==> config.mk <==
export PLATFORM = sky130hd
export DESIGN_NAME = scroll_addr_port
export DESIGN_NICKNAME = d
export VERILOG_FILES = /design/src/rtl/sap_pkg.sv /design/src/rtl/sap_addr_regs.sv /design/src/rtl/sap_mem_route.sv /design/src/rtl/sap_palette.sv /design/src/rtl/scroll_addr_port.sv
export SDC_FILE = /design/constraint.sdc
export NUM_CORES = 1
export LEC_CHECK = 0
export CAP_MARGIN = 5
export CORE_UTILIZATION = 52
export DETAILED_ROUTE_END_ITERATION = 8
export PLACE_DENSITY = 0.76
export SETUP_SLACK_MARGIN = 0.2
export SLEW_MARGIN = 15
export SYNTH_ARGS = -nofsm -noshare
export SYNTH_HDL_FRONTEND = slang
export SYNTH_SLANG_ARGS = --single-unit
==> constraint.sdc <==
create_clock -name clk -period 2.7 [get_ports clk]
set_input_delay 0.81 -clock clk [delete_from_list [all_inputs] [get_ports clk]]
set_output_delay 0.81 -clock clk [all_outputs]
set_load 0.01 [all_outputs]
==> src/rtl/sap_pkg.sv <==
package sap_pkg;
  localparam int DW   = 8;
  localparam int VW   = 15;
  localparam int MW   = VW - 1;
  localparam int NTW  = 11;
  localparam int PTW  = 13;
  localparam int PALW = 5;

  typedef enum logic [2:0] {
    RG_CONTROL = 3'd0,
    RG_DISPLAY = 3'd1,
    RG_FLAGS   = 3'd2,
    RG_OBJPTR  = 3'd3,
    RG_OBJDAT  = 3'd4,
    RG_SCROLL  = 3'd5,
    RG_VADDR   = 3'd6,
    RG_PORT    = 3'd7
  } reg_slot_e;

  typedef enum logic [1:0] {
    TGT_PATTERN   = 2'd0,
    TGT_NAMETABLE = 2'd1,
    TGT_PALETTE   = 2'd2
  } tgt_e;

  function automatic tgt_e target_of(input logic [MW-1:0] a);
    if (a < 14'h2000)      return TGT_PATTERN;
    else if (a < 14'h3F00) return TGT_NAMETABLE;
    else                   return TGT_PALETTE;
  endfunction

  function automatic logic [PALW-1:0] pal_fold(input logic [PALW-1:0] i);
    return (i[4] && i[1:0] == 2'b00) ? {1'b0, i[3:0]} : i;
  endfunction

  function automatic logic [NTW-1:0] nt_fold(input logic [MW-1:0] a, input logic horiz);
    return {(horiz ? a[11] : a[10]), a[9:0]};
  endfunction

  function automatic logic [VW-1:0] addr_step(input logic [VW-1:0] a, input logic wide);
    return a + (wide ? VW'(32) : VW'(1));
  endfunction
endpackage

==> src/rtl/sap_addr_regs.sv <==
module sap_addr_regs
  import sap_pkg::*;
(
  input  logic          clk,
  input  logic          rst,
  input  logic          wr_ctrl,
  input  logic          wr_scroll,
  input  logic          wr_addr,
  input  logic          data_acc,
  input  logic          status_rd,
  input  logic          incr32,
  input  logic [DW-1:0] wdata,
  output logic [VW-1:0] tmp,
  output logic [VW-1:0] cur,
  output logic [2:0]    fine,
  output logic          toggle
);
  always_ff @(posedge clk) begin
    if (rst) begin
      tmp    <= '0;
      cur    <= '0;
      fine   <= '0;
      toggle <= 1'b0;
    end else begin
      if (status_rd) toggle <= 1'b0;
      if (wr_ctrl) tmp[11:10] <= wdata[1:0];
      if (wr_scroll) begin
        if (!toggle) begin
          fine     <= wdata[2:0];
          tmp[4:0] <= wdata[7:3];
          toggle   <= 1'b1;
        end else begin
          tmp[14:12] <= wdata[2:0];
          tmp[9:5]   <= wdata[7:3];
          toggle     <= 1'b0;
        end
      end
      if (wr_addr) begin
        if (!toggle) begin
          tmp[13:8] <= wdata[5:0];
          tmp[14]   <= 1'b0;
          toggle    <= 1'b1;
        end else begin
          tmp[7:0] <= wdata;
          cur      <= {tmp[14:8], wdata};
          toggle   <= 1'b0;
        end
      end
      if (data_acc) cur <= addr_step(cur, incr32);
    end
  end

  p_ctrl_page_r2: assert property (@(posedge clk) disable iff (rst)
    wr_ctrl |=> tmp[11:10] == $past(wdata[1:0]));
  p_scroll_first_r3: assert property (@(posedge clk) disable iff (rst)
    (wr_scroll && !toggle) |=> (fine == $past(wdata[2:0]) && toggle));
  p_scroll_second_r3: assert property (@(posedge clk) disable iff (rst)
    (wr_scroll && toggle) |=> (tmp[14:12] == $past(wdata[2:0]) && !toggle));
  p_addr_high_r4: assert property (@(posedge clk) disable iff (rst)
    (wr_addr && !toggle) |=> (!tmp[14] && $stable(cur)));
  p_addr_load_r4: assert property (@(posedge clk) disable iff (rst)
    (wr_addr && toggle) |=> cur == tmp);
  p_toggle_reset_r5: assert property (@(posedge clk) disable iff (rst)
    status_rd |=> !toggle);
  p_step_r6: assert property (@(posedge clk) disable iff (rst)
    data_acc |=> cur == $past(cur) + ($past(incr32) ? VW'(32) : VW'(1)));
  p_quiet_r10: assert property (@(posedge clk) disable iff (rst)
    !(wr_ctrl || wr_scroll || wr_addr || data_acc) |=> ($stable(tmp) && $stable(cur) && $stable(fine)));
endmodule

==> src/rtl/sap_mem_route.sv <==
module sap_mem_route
  import sap_pkg::*;
(
  input  logic            clk,
  input  logic            rst,
  input  logic [MW-1:0]   vaddr,
  input  logic            horiz,
  output tgt_e            tgt,
  output logic [NTW-1:0]  nt_addr,
  output logic [PTW-1:0]  pat_addr,
  output logic [PALW-1:0] pal_idx
);
  always_comb begin
    tgt      = target_of(vaddr);
    nt_addr  = nt_fold(vaddr, horiz);
    pat_addr = vaddr[PTW-1:0];
    pal_idx  = pal_fold(vaddr[PALW-1:0]);
  end

  p_alias_r7: assert property (@(posedge clk) disable iff (rst)
    (tgt == TGT_PALETTE && pal_idx[4]) |-> pal_idx[1:0] != 2'b00);
  p_mirror_v_r8: assert property (@(posedge clk) disable iff (rst)
    (tgt == TGT_NAMETABLE && !horiz) |-> nt_addr[10] == vaddr[10]);
  p_mirror_h_r8: assert property (@(posedge clk) disable iff (rst)
    (tgt == TGT_NAMETABLE && horiz) |-> nt_addr[10] == vaddr[11]);
endmodule

==> src/rtl/sap_palette.sv <==
module sap_palette
  import sap_pkg::*;
#(
  parameter int IW = PALW
) (
  input  logic          clk,
  input  logic          rst,
  input  logic          we,
  input  logic [IW-1:0] idx,
  input  logic [DW-1:0] wdata,
  output logic [DW-1:0] rdata
);
  localparam int ENTRIES = 1 << IW;
  logic [DW-1:0] mem [ENTRIES];

  always_ff @(posedge clk) begin
    if (rst) begin
      for (int i = 0; i < ENTRIES; i++) mem[i] <= '0;
    end else if (we) begin
      mem[idx] <= wdata;
    end
  end

  assign rdata = mem[idx];
endmodule

==> src/rtl/scroll_addr_port.sv <==
module scroll_addr_port
  import sap_pkg::*;
(
  input  logic           clk,
  input  logic           rst,
  input  logic           bus_sel,
  input  logic           bus_wr,
  input  logic [2:0]     bus_reg,
  input  logic [DW-1:0]  bus_wdata,
  output logic [DW-1:0]  bus_rdata,
  input  logic           mirror_horiz,
  input  logic           vbl_set,
  input  logic           hit_set,
  input  logic           ovf_set,
  input  logic           flags_clr,
  output logic [DW-1:0]  ctrl_out,
  output logic [VW-1:0]  cur_addr,
  output logic [VW-1:0]  tmp_addr,
  output logic [2:0]     fine_x,
  output logic [PTW-1:0] pat_addr,
  output logic           pat_we,
  input  logic [DW-1:0]  pat_rdata,
  output logic [NTW-1:0] nt_addr,
  output logic           nt_we,
  input  logic [DW-1:0]  nt_rdata,
  output logic [DW-1:0]  mem_wdata
);
  logic [DW-1:0]   ctrl_q, buf_q, rdata_q, pal_rd, rd_val;
  logic            vbl_q, hit_q, ovf_q, toggle;
  logic            wr_ctrl, wr_scroll, wr_addr, data_acc, data_rd, data_wr, stat_rd, pal_we;
  tgt_e            tgt;
  logic [PALW-1:0] pal_idx;

  // decoded host events
  assign wr_ctrl   = bus_sel && bus_wr && bus_reg == RG_CONTROL;
  assign wr_scroll = bus_sel && bus_wr && bus_reg == RG_SCROLL;
  assign wr_addr   = bus_sel && bus_wr && bus_reg == RG_VADDR;
  assign data_acc  = bus_sel && bus_reg == RG_PORT;
  assign data_wr   = data_acc && bus_wr;
  assign data_rd   = data_acc && !bus_wr;
  assign stat_rd   = bus_sel && !bus_wr && bus_reg == RG_FLAGS;

  sap_addr_regs u_regs (
    .clk(clk), .rst(rst), .wr_ctrl(wr_ctrl), .wr_scroll(wr_scroll), .wr_addr(wr_addr),
    .data_acc(data_acc), .status_rd(stat_rd), .incr32(ctrl_q[2]), .wdata(bus_wdata),
    .tmp(tmp_addr), .cur(cur_addr), .fine(fine_x), .toggle(toggle)
  );

  sap_mem_route u_route (
    .clk(clk), .rst(rst), .vaddr(cur_addr[MW-1:0]), .horiz(mirror_horiz),
    .tgt(tgt), .nt_addr(nt_addr), .pat_addr(pat_addr), .pal_idx(pal_idx)
  );

  assign pal_we = data_wr && tgt == TGT_PALETTE;

  sap_palette u_pal (
    .clk(clk), .rst(rst), .we(pal_we), .idx(pal_idx), .wdata(bus_wdata), .rdata(pal_rd)
  );

  assign pat_we    = data_wr && tgt == TGT_PATTERN;
  assign nt_we     = data_wr && tgt == TGT_NAMETABLE;
  assign mem_wdata = bus_wdata;

  always_comb begin
    rd_val = '0;
    if (bus_reg == RG_FLAGS) rd_val = {vbl_q, hit_q, ovf_q, 5'b0};
    else if (bus_reg == RG_PORT) begin
      case (tgt)
        TGT_PATTERN:   rd_val = buf_q;
        TGT_NAMETABLE: rd_val = nt_rdata;
        default:       rd_val = pal_rd;
      endcase
    end
  end

  always_ff @(posedge clk) begin
    if (rst) begin
      ctrl_q  <= '0;
      buf_q   <= '0;
      rdata_q <= '0;
      vbl_q   <= 1'b0;
      hit_q   <= 1'b0;
      ovf_q   <= 1'b0;
    end else begin
      if (wr_ctrl) ctrl_q <= bus_wdata;
      if (bus_sel && !bus_wr) rdata_q <= rd_val;
      if (data_rd && tgt == TGT_PATTERN) buf_q <= pat_rdata;
      if (vbl_set) vbl_q <= 1'b1;
      else if (flags_clr || stat_rd) vbl_q <= 1'b0;
      if (hit_set) hit_q <= 1'b1;
      else if (flags_clr) hit_q <= 1'b0;
      if (ovf_set) ovf_q <= 1'b1;
      else if (flags_clr) ovf_q <= 1'b0;
    end
  end

  assign ctrl_out  = ctrl_q;
  assign bus_rdata = rdata_q;

  p_reset_r1: assert property (@(posedge clk)
    rst |=> (cur_addr == '0 && tmp_addr == '0 && fine_x == '0 && bus_rdata == '0 && !toggle));
  p_stat_read_r5: assert property (@(posedge clk) disable iff (rst)
    stat_rd |=> bus_rdata[7] == $past(vbl_q));
  p_vbl_clear_r5: assert property (@(posedge clk) disable iff (rst)
    (stat_rd && !vbl_set) |=> !vbl_q);
  p_buffer_delay_r9: assert property (@(posedge clk) disable iff (rst)
    (data_rd && tgt == TGT_PATTERN) |=> bus_rdata == $past(buf_q));
  p_set_wins_r11: assert property (@(posedge clk) disable iff (rst)
    (vbl_set || hit_set || ovf_set) |=> ((vbl_q || !$past(vbl_set)) && (hit_q || !$past(hit_set)) && (ovf_q || !$past(ovf_set))));
  p_write_no_data_r12: assert property (@(posedge clk) disable iff (rst)
    (bus_sel && bus_wr) |=> $stable(bus_rdata));
endmodule

; ---- Word-level counts from Yosys, hierarchy flattened
; Memory sizes are Yosys's and may differ from the RTL's.
; Index checks and enable logic that the tools add are counted.
[classes]
addsub = 1
magnitude_cmp = 2
n_eq_ne = 6
n_mux = 37
n_bitwise = 1
reduce_logical = 28
[ops]
columns = operator, count
row1 = $mux W15, 4
row2 = $mux W8, 4
row3 = $lt A14 B14 Y1 const B, 2
row4 = $mux W5, 4
row5 = $mux W1, 16
row6 = $pmux W8 S2, 1
row7 = $add A15 B15 Y15, 1
row8 = $logic_and A1 B1 Y1, 14
row9 = $mux W10, 1
row10 = $reduce_bool A2 Y1, 5
row11 = $eq A3 B3 Y1 const B, 3
row12 = $reduce_or A8 Y1, 1
row13 = $mux W7, 1
row14 = $mux W2, 3
row15 = $mux W3, 2
row16 = $mux W6, 1
row17 = $logic_not A2 Y1, 2
row18 = $reduce_and A2 Y1, 2
row19 = $eq A3 B2 Y1 const B, 1
row20 = $logic_not A3 Y1, 1
row21 = $reduce_bool A3 Y1, 1
row22 = $eq A2 B1 Y1 const B, 1
row23 = $eq A2 B2 Y1 const B, 1
row24 = $logic_not A1 Y1, 1
row25 = other kinds (2), 2
[word_totals]
reg_bits = 61
mem_bits_rw = 256
inputBits = 36
output_inout_bits = 83
wordCells = 86
n_memories = 1
[memory_table]
columns = name, depth, word_bits, read_ports, rd_ports_with_merged_regs, wr, line
row1 = u_pal.mem, 32, 8, 1, 0, 32, sap_palette.sv:14  ; logic [DW-1:0] mem [ENTRIES];

; ---- Depth between registers and ports, before layout
[depth]
ltp_word = 10
mapped_depth = 9
ltp_nobuf = 8

; ---- By module
; From an unflattened synthesis, not the netlist that was laid out.
[hier_totals]
cells_unflattened = 1289
hier_area_um2 = 15412.3
[modules_own_cells]
columns = mod, instances, cells_per_inst, area_per_inst_um2
row1 = sap_palette, 1, 885, 12016.5
row2 = sap_addr_regs, 1, 216, 1739.2
row3 = scroll_addr_port, 1, 154, 1406.3
row4 = sap_mem_route, 1, 34, 250.2

; ---- Worst setup path after synthesis
; Ideal clock, no wire load.
[synth_path]
path_kind = input-to-reg
start = input bus_reg[0]
end = memory u_pal.mem[0][0], enable pin
setup_ps = 310
t_arrival_ps = 2380
required_ps = 2390
setup_slack_ps = 10
stages = 6
path_buffers = 1
path_cell_list = buf_2 > nand4_1 > nor3b_2 > nand2_1 > nor4_1 > or2_2
[synth_lines]
columns = item, line
row1 = start: declaration, scroll_addr_port.sv:8  ; input logic [2:0] bus_reg,
row2 = end: declaration, sap_palette.sv:14

; ---- Worst setup path after layout
[layout_path]
start = register u_regs.cur[9]
end = output nt_we
[layout_via]
elab_chain_len = 5
[layout_rtl]
columns = item, line
row1 = start: declaration, sap_addr_regs.sv:14  ; output logic [VW-1:0] cur,
row2 = start signal: assignment, sap_addr_regs.sv:45  ; cur <= {tmp[14:8], wdata};
row3 = start signal: assignment, sap_addr_regs.sv:49  ; if (data_acc) cur <= addr_step(cur, incr32);
row4 = $lt A14 B14 Y1, sap_pkg.sv:28  ; else if (a < 14'h3F00) return TGT_NAMETABLE;
row5 = $mux W2, sap_pkg.sv:28
row6 = $mux W2 *, sap_pkg.sv:27  ; if (a < 14'h2000) return TGT_PATTERN;
row7 = $eq A2 B1 Y1 *, scroll_addr_port.sv:61  ; assign nt_we = data_wr && tgt == TGT_NAMETABLE;
row8 = $logic_and A1 B1 Y1 *, scroll_addr_port.sv:61
row9 = end: declaration, scroll_addr_port.sv:24  ; output logic nt_we,
; Mark *: on every way between the ends. The rest lies on a longest branch, timed or not.

==> flow_metrics.env <==
export IMPL_status="finished, final reports clean"
export IMPL_worstPathBufferInverterCount=1
export IMPL_swShare_pct=21.7
export IMPL_crit_type="flop to output pin"
export IMPL_postRouteAntennaNets=0
export IMPL_cp_common_cell="nand2_1"
export IMPL_critPathMaxFanout=8
export IMPL_cts_made_buffers=29
export IMPL_slowest_stage="dfxtp_2"
export IMPL_dp_cells=1564
export IMPL_hold_slack_ps=494
export IMPL_slowest_delay_ps=390
export IMPL_endpoint_kind="output pin"
export IMPL_max_freq_mhz=405
export IMPL_grt_pass1_vias=9451
export IMPL_grt_start_max_net_pins=88
export IMPL_ir_worst_vdd_uv=586
export IMPL_period_minus_slack_ps=2470
export IMPL_dr_first_iter_drc_count=871
export IMPL_final_common_cell="and2_1"
export IMPL_synth_yosys_seq_area_share_pct=57.4
export IMPL_grt_pass1_wl_mm=53.6
export IMPL_clock_sinks=285
export IMPL_drc=0
export IMPL_rows=59
export IMPL_min_period_over_period_pct=91.4
export IMPL_netlist_area_um2=13800
export IMPL_fin_ws_ps=231
export IMPL_core_area_um2=26100
export IMPL_cts_clk_slew_worst_paths_ps=60
export IMPL_crit_chain="and4_4 -> nand2_1 -> nand2_1 -> nor2_1 -> buf_2"
export IMPL_power_share_clock_pct=41.9
export IMPL_place_congestion=0.892
export IMPL_antenna_cells=0
export IMPL_worst_r2r_path_depth=7
export IMPL_finalHoldViolations=0
export IMPL_wl_per_cell_um=22.1
export IMPL_path_delay_family="simple AND/OR/NAND/NOR gates"
export IMPL_htreeDepth=1
export IMPL_fp_dieArea_um2=27300
export IMPL_p_int_w=0.00754
export IMPL_antenna_found_initial=0
export IMPL_hold_buffers=0
export IMPL_gr_max_usage_layer="met2"
export IMPL_relSlewSlack_pct=48.4
export IMPL_rsz0062_at_grt="true"
export IMPL_worstMarginPinSlew_ps=774
export IMPL_switchingPower_w=0.00209
export IMPL_postLayoutCellArea_um2=16800
export IMPL_power_density_nw_per_um2=572
export IMPL_power_leakage_nw=6.04
export IMPL_clockRootBuffer="clkbuf_16"
export IMPL_critPathLaunchType="flop"
export IMPL_yosys_warnings=0
export IMPL_drtPass1Iterations=5
export IMPL_ios=119
export IMPL_syn_num_nets=1170
export IMPL_die_w_um=165
export IMPL_final_cell_mix="and2_1, edfxtp_1, buf_4"
export IMPL_use_met1_pct=36.0
export IMPL_setup_viol=0
export IMPL_drive_gt1_share_pct=20.5
export IMPL_gr_usage_all_layers_pct=26.4
export IMPL_worstPathRequired_ps=1890
export IMPL_cts_tree="done"
export IMPL_slew_viol_final=0
export IMPL_postSynthRegisterBits=285
export IMPL_initial_utilization_pct=53.1
export IMPL_final_seq_area_um2=7970
export IMPL_multi_input_area_um2=5320
export IMPL_final_instance_count_excl_fill=1627
export IMPL_synth_edf_count=224
export IMPL_n_fill_cell=1919
export IMPL_nets=1308
export IMPL_place_ws_ps=-496
export IMPL_power_frac_comb_pct=6.5
export IMPL_hold_path_class="flop to flop"
export IMPL_port_buffers=118
export IMPL_finClkSkew_ps=13.3
export IMPL_crit_arrival_ps=1660
export IMPL_power_frac_seq_pct=51.6
export IMPL_async_flop_share_pct=0
export IMPL_yosysUniqueCellTypes=66
export IMPL_power_w=0.00963
export IMPL_clock_path_buffers=3
export IMPL_vias_per_cell=5.94
export IMPL_syn_area_per_cell_um2=12.2
export IMPL_dieHeight_um=165
export IMPL_clock_latency_ps=550
export IMPL_gr_usage_met2_pct=42.6
export IMPL_overflow=0
export IMPL_drt_wl_total_mm=36.0
export IMPL_dp_hpwl_mm=24.1
export IMPL_syn_inst=1131
export IMPL_drv_cap=0
export IMPL_place_area_um2=15700
export IMPL_vias=9664
export IMPL_worstHoldPathCells=2
export IMPL_met3_usage_pct=4.50
export IMPL_synthFlopType="edfxtp_1"
export IMPL_cp_depth=5
export IMPL_area_growth_pct=21.6
per-layer routing:
metal  share of wire (%)  wire, um
met1                  41     14800
met2                  48     17300
met3                 7.4      2660
met4                 3.5      1250
met5                   0         0
synthesized netlist by cell type, types with 6 or more instances:
master / n / area share, %
nor3b_1: 6 / 0.33
a221o_1: 7 / 0.51
mux4_1: 10 / 1.9
nand3_1: 9 / 0.33
nor2_1: 64 / 1.7
and3_1: 6 / 0.27
or4_1: 6 / 0.33
edfxtp_1: 224 / 49
mux2_2: 16 / 1.3
clkbuf_1: 57 / 1.5
buf_4: 36 / 2.0
nand2_1: 34 / 0.92
buf_2: 18 / 0.65
buf_1: 6 / 0.16
nand4_1: 7 / 0.32
a21oi_1: 40 / 1.4
a31oi_1: 7 / 0.32
mux4_2: 22 / 3.6
a221oi_1: 9 / 0.57
nor4_1: 12 / 0.54
nor3_1: 38 / 1.4
a2bb2oi_1: 10 / 0.63
or2_2: 28 / 1.3
o21ai_0: 10 / 0.36
and2_1: 228 / 10
mux2i_1: 46 / 3.3
a211oi_1: 12 / 0.65
o221ai_1: 12 / 0.76
dfxtp_1: 61 / 8.8
inv_1: 15 / 0.41
power groups by stage:
stage,logic (W),registers (W),clock network [W]
6_report,0.000623,0.00497,0.00403
5_1_grt,0.000658,0.00498,0.00423
4_1_cts,0.000618,0.00497,0.00408
3_3_place_gp,0.000593,0.00506,0
2_1_floorplan,0.000350,0.00503,0
3_5_place_dp,0.000604,0.00507,0
cells by family (layout without fill, tap and decap cells):
family / count (synthesis) / count (layout) / synth area share [%]
DFF: 285 / 285 / 57.4
adders and majority gates: 3 / 3 / 0.271
and+or+nand+nor: 463 / 463 / 19.2
AOI/OAI and AO/OA: 147 / 147 / 7.81
xor gates and xnor gates: 3 / 3 / 0.190
buffers and inverters: 136 / 297 / 5.00
muxes: 94 / 94 / 10.1
path summary, 6_finish.rpt:
check / startpoint / end / slack, ps
worst max register to register: u_regs.cur[0] / bus_rdata[2] / 280
worst min register to register: buf_q[5] / buf_q[5] / 490
worst max-delay path: u_regs.cur[9] / nt_we / 230
worst min-delay path: buf_q[5] / buf_q[5] / 490
sequential cells by signal, summed over array words and instances (netlist names):
name / count
u_pal.mem: 224
u_regs.cur: 15
u_regs.tmp: 15
buf_q: 8
bus_rdata: 8
ctrl_out: 8
u_regs.fine: 3
hit_q: 1
ovf_q: 1
u_regs.toggle: 1
vbl_q: 1
through the flow:
step | TNS (ps) | utilization [%]
finish | 0 | 64.6
CTS | 0 | 64.4
detailed placement | -141730 | 60.3
global route | 0 | 64.6
global placement | -120290 | 60.3
floorplan | 0 | -
worst register-to-register path: stages, from the launching register on:
cell and delay (ps):
dfxtp_4 410, buf_4 170, buf_16 160, mux4_1 440, nor3_1 60, or4_1 520, a221o_1 330, a221oi_2 250
final cells by class:
class / count / share of cell area (%)
Sequential cell: 285 / 47.3
Multi-Input combinational cell: 710 / 31.6
Timing Repair Buffer: 228 / 12.4
Clock buffer: 41 / 5.26
Tap cell: 335 / 2.49
Clock inverter: 13 / 0.573
Inverter: 15 / 0.335
repair_timing:
item	in CTS	in global routing
resized for setup	34	19
pin swaps	1	2
setup buffers	8	1
endpoints found under the setup margin	190	39
No activity file was read; power rests on OpenSTA's default activity.
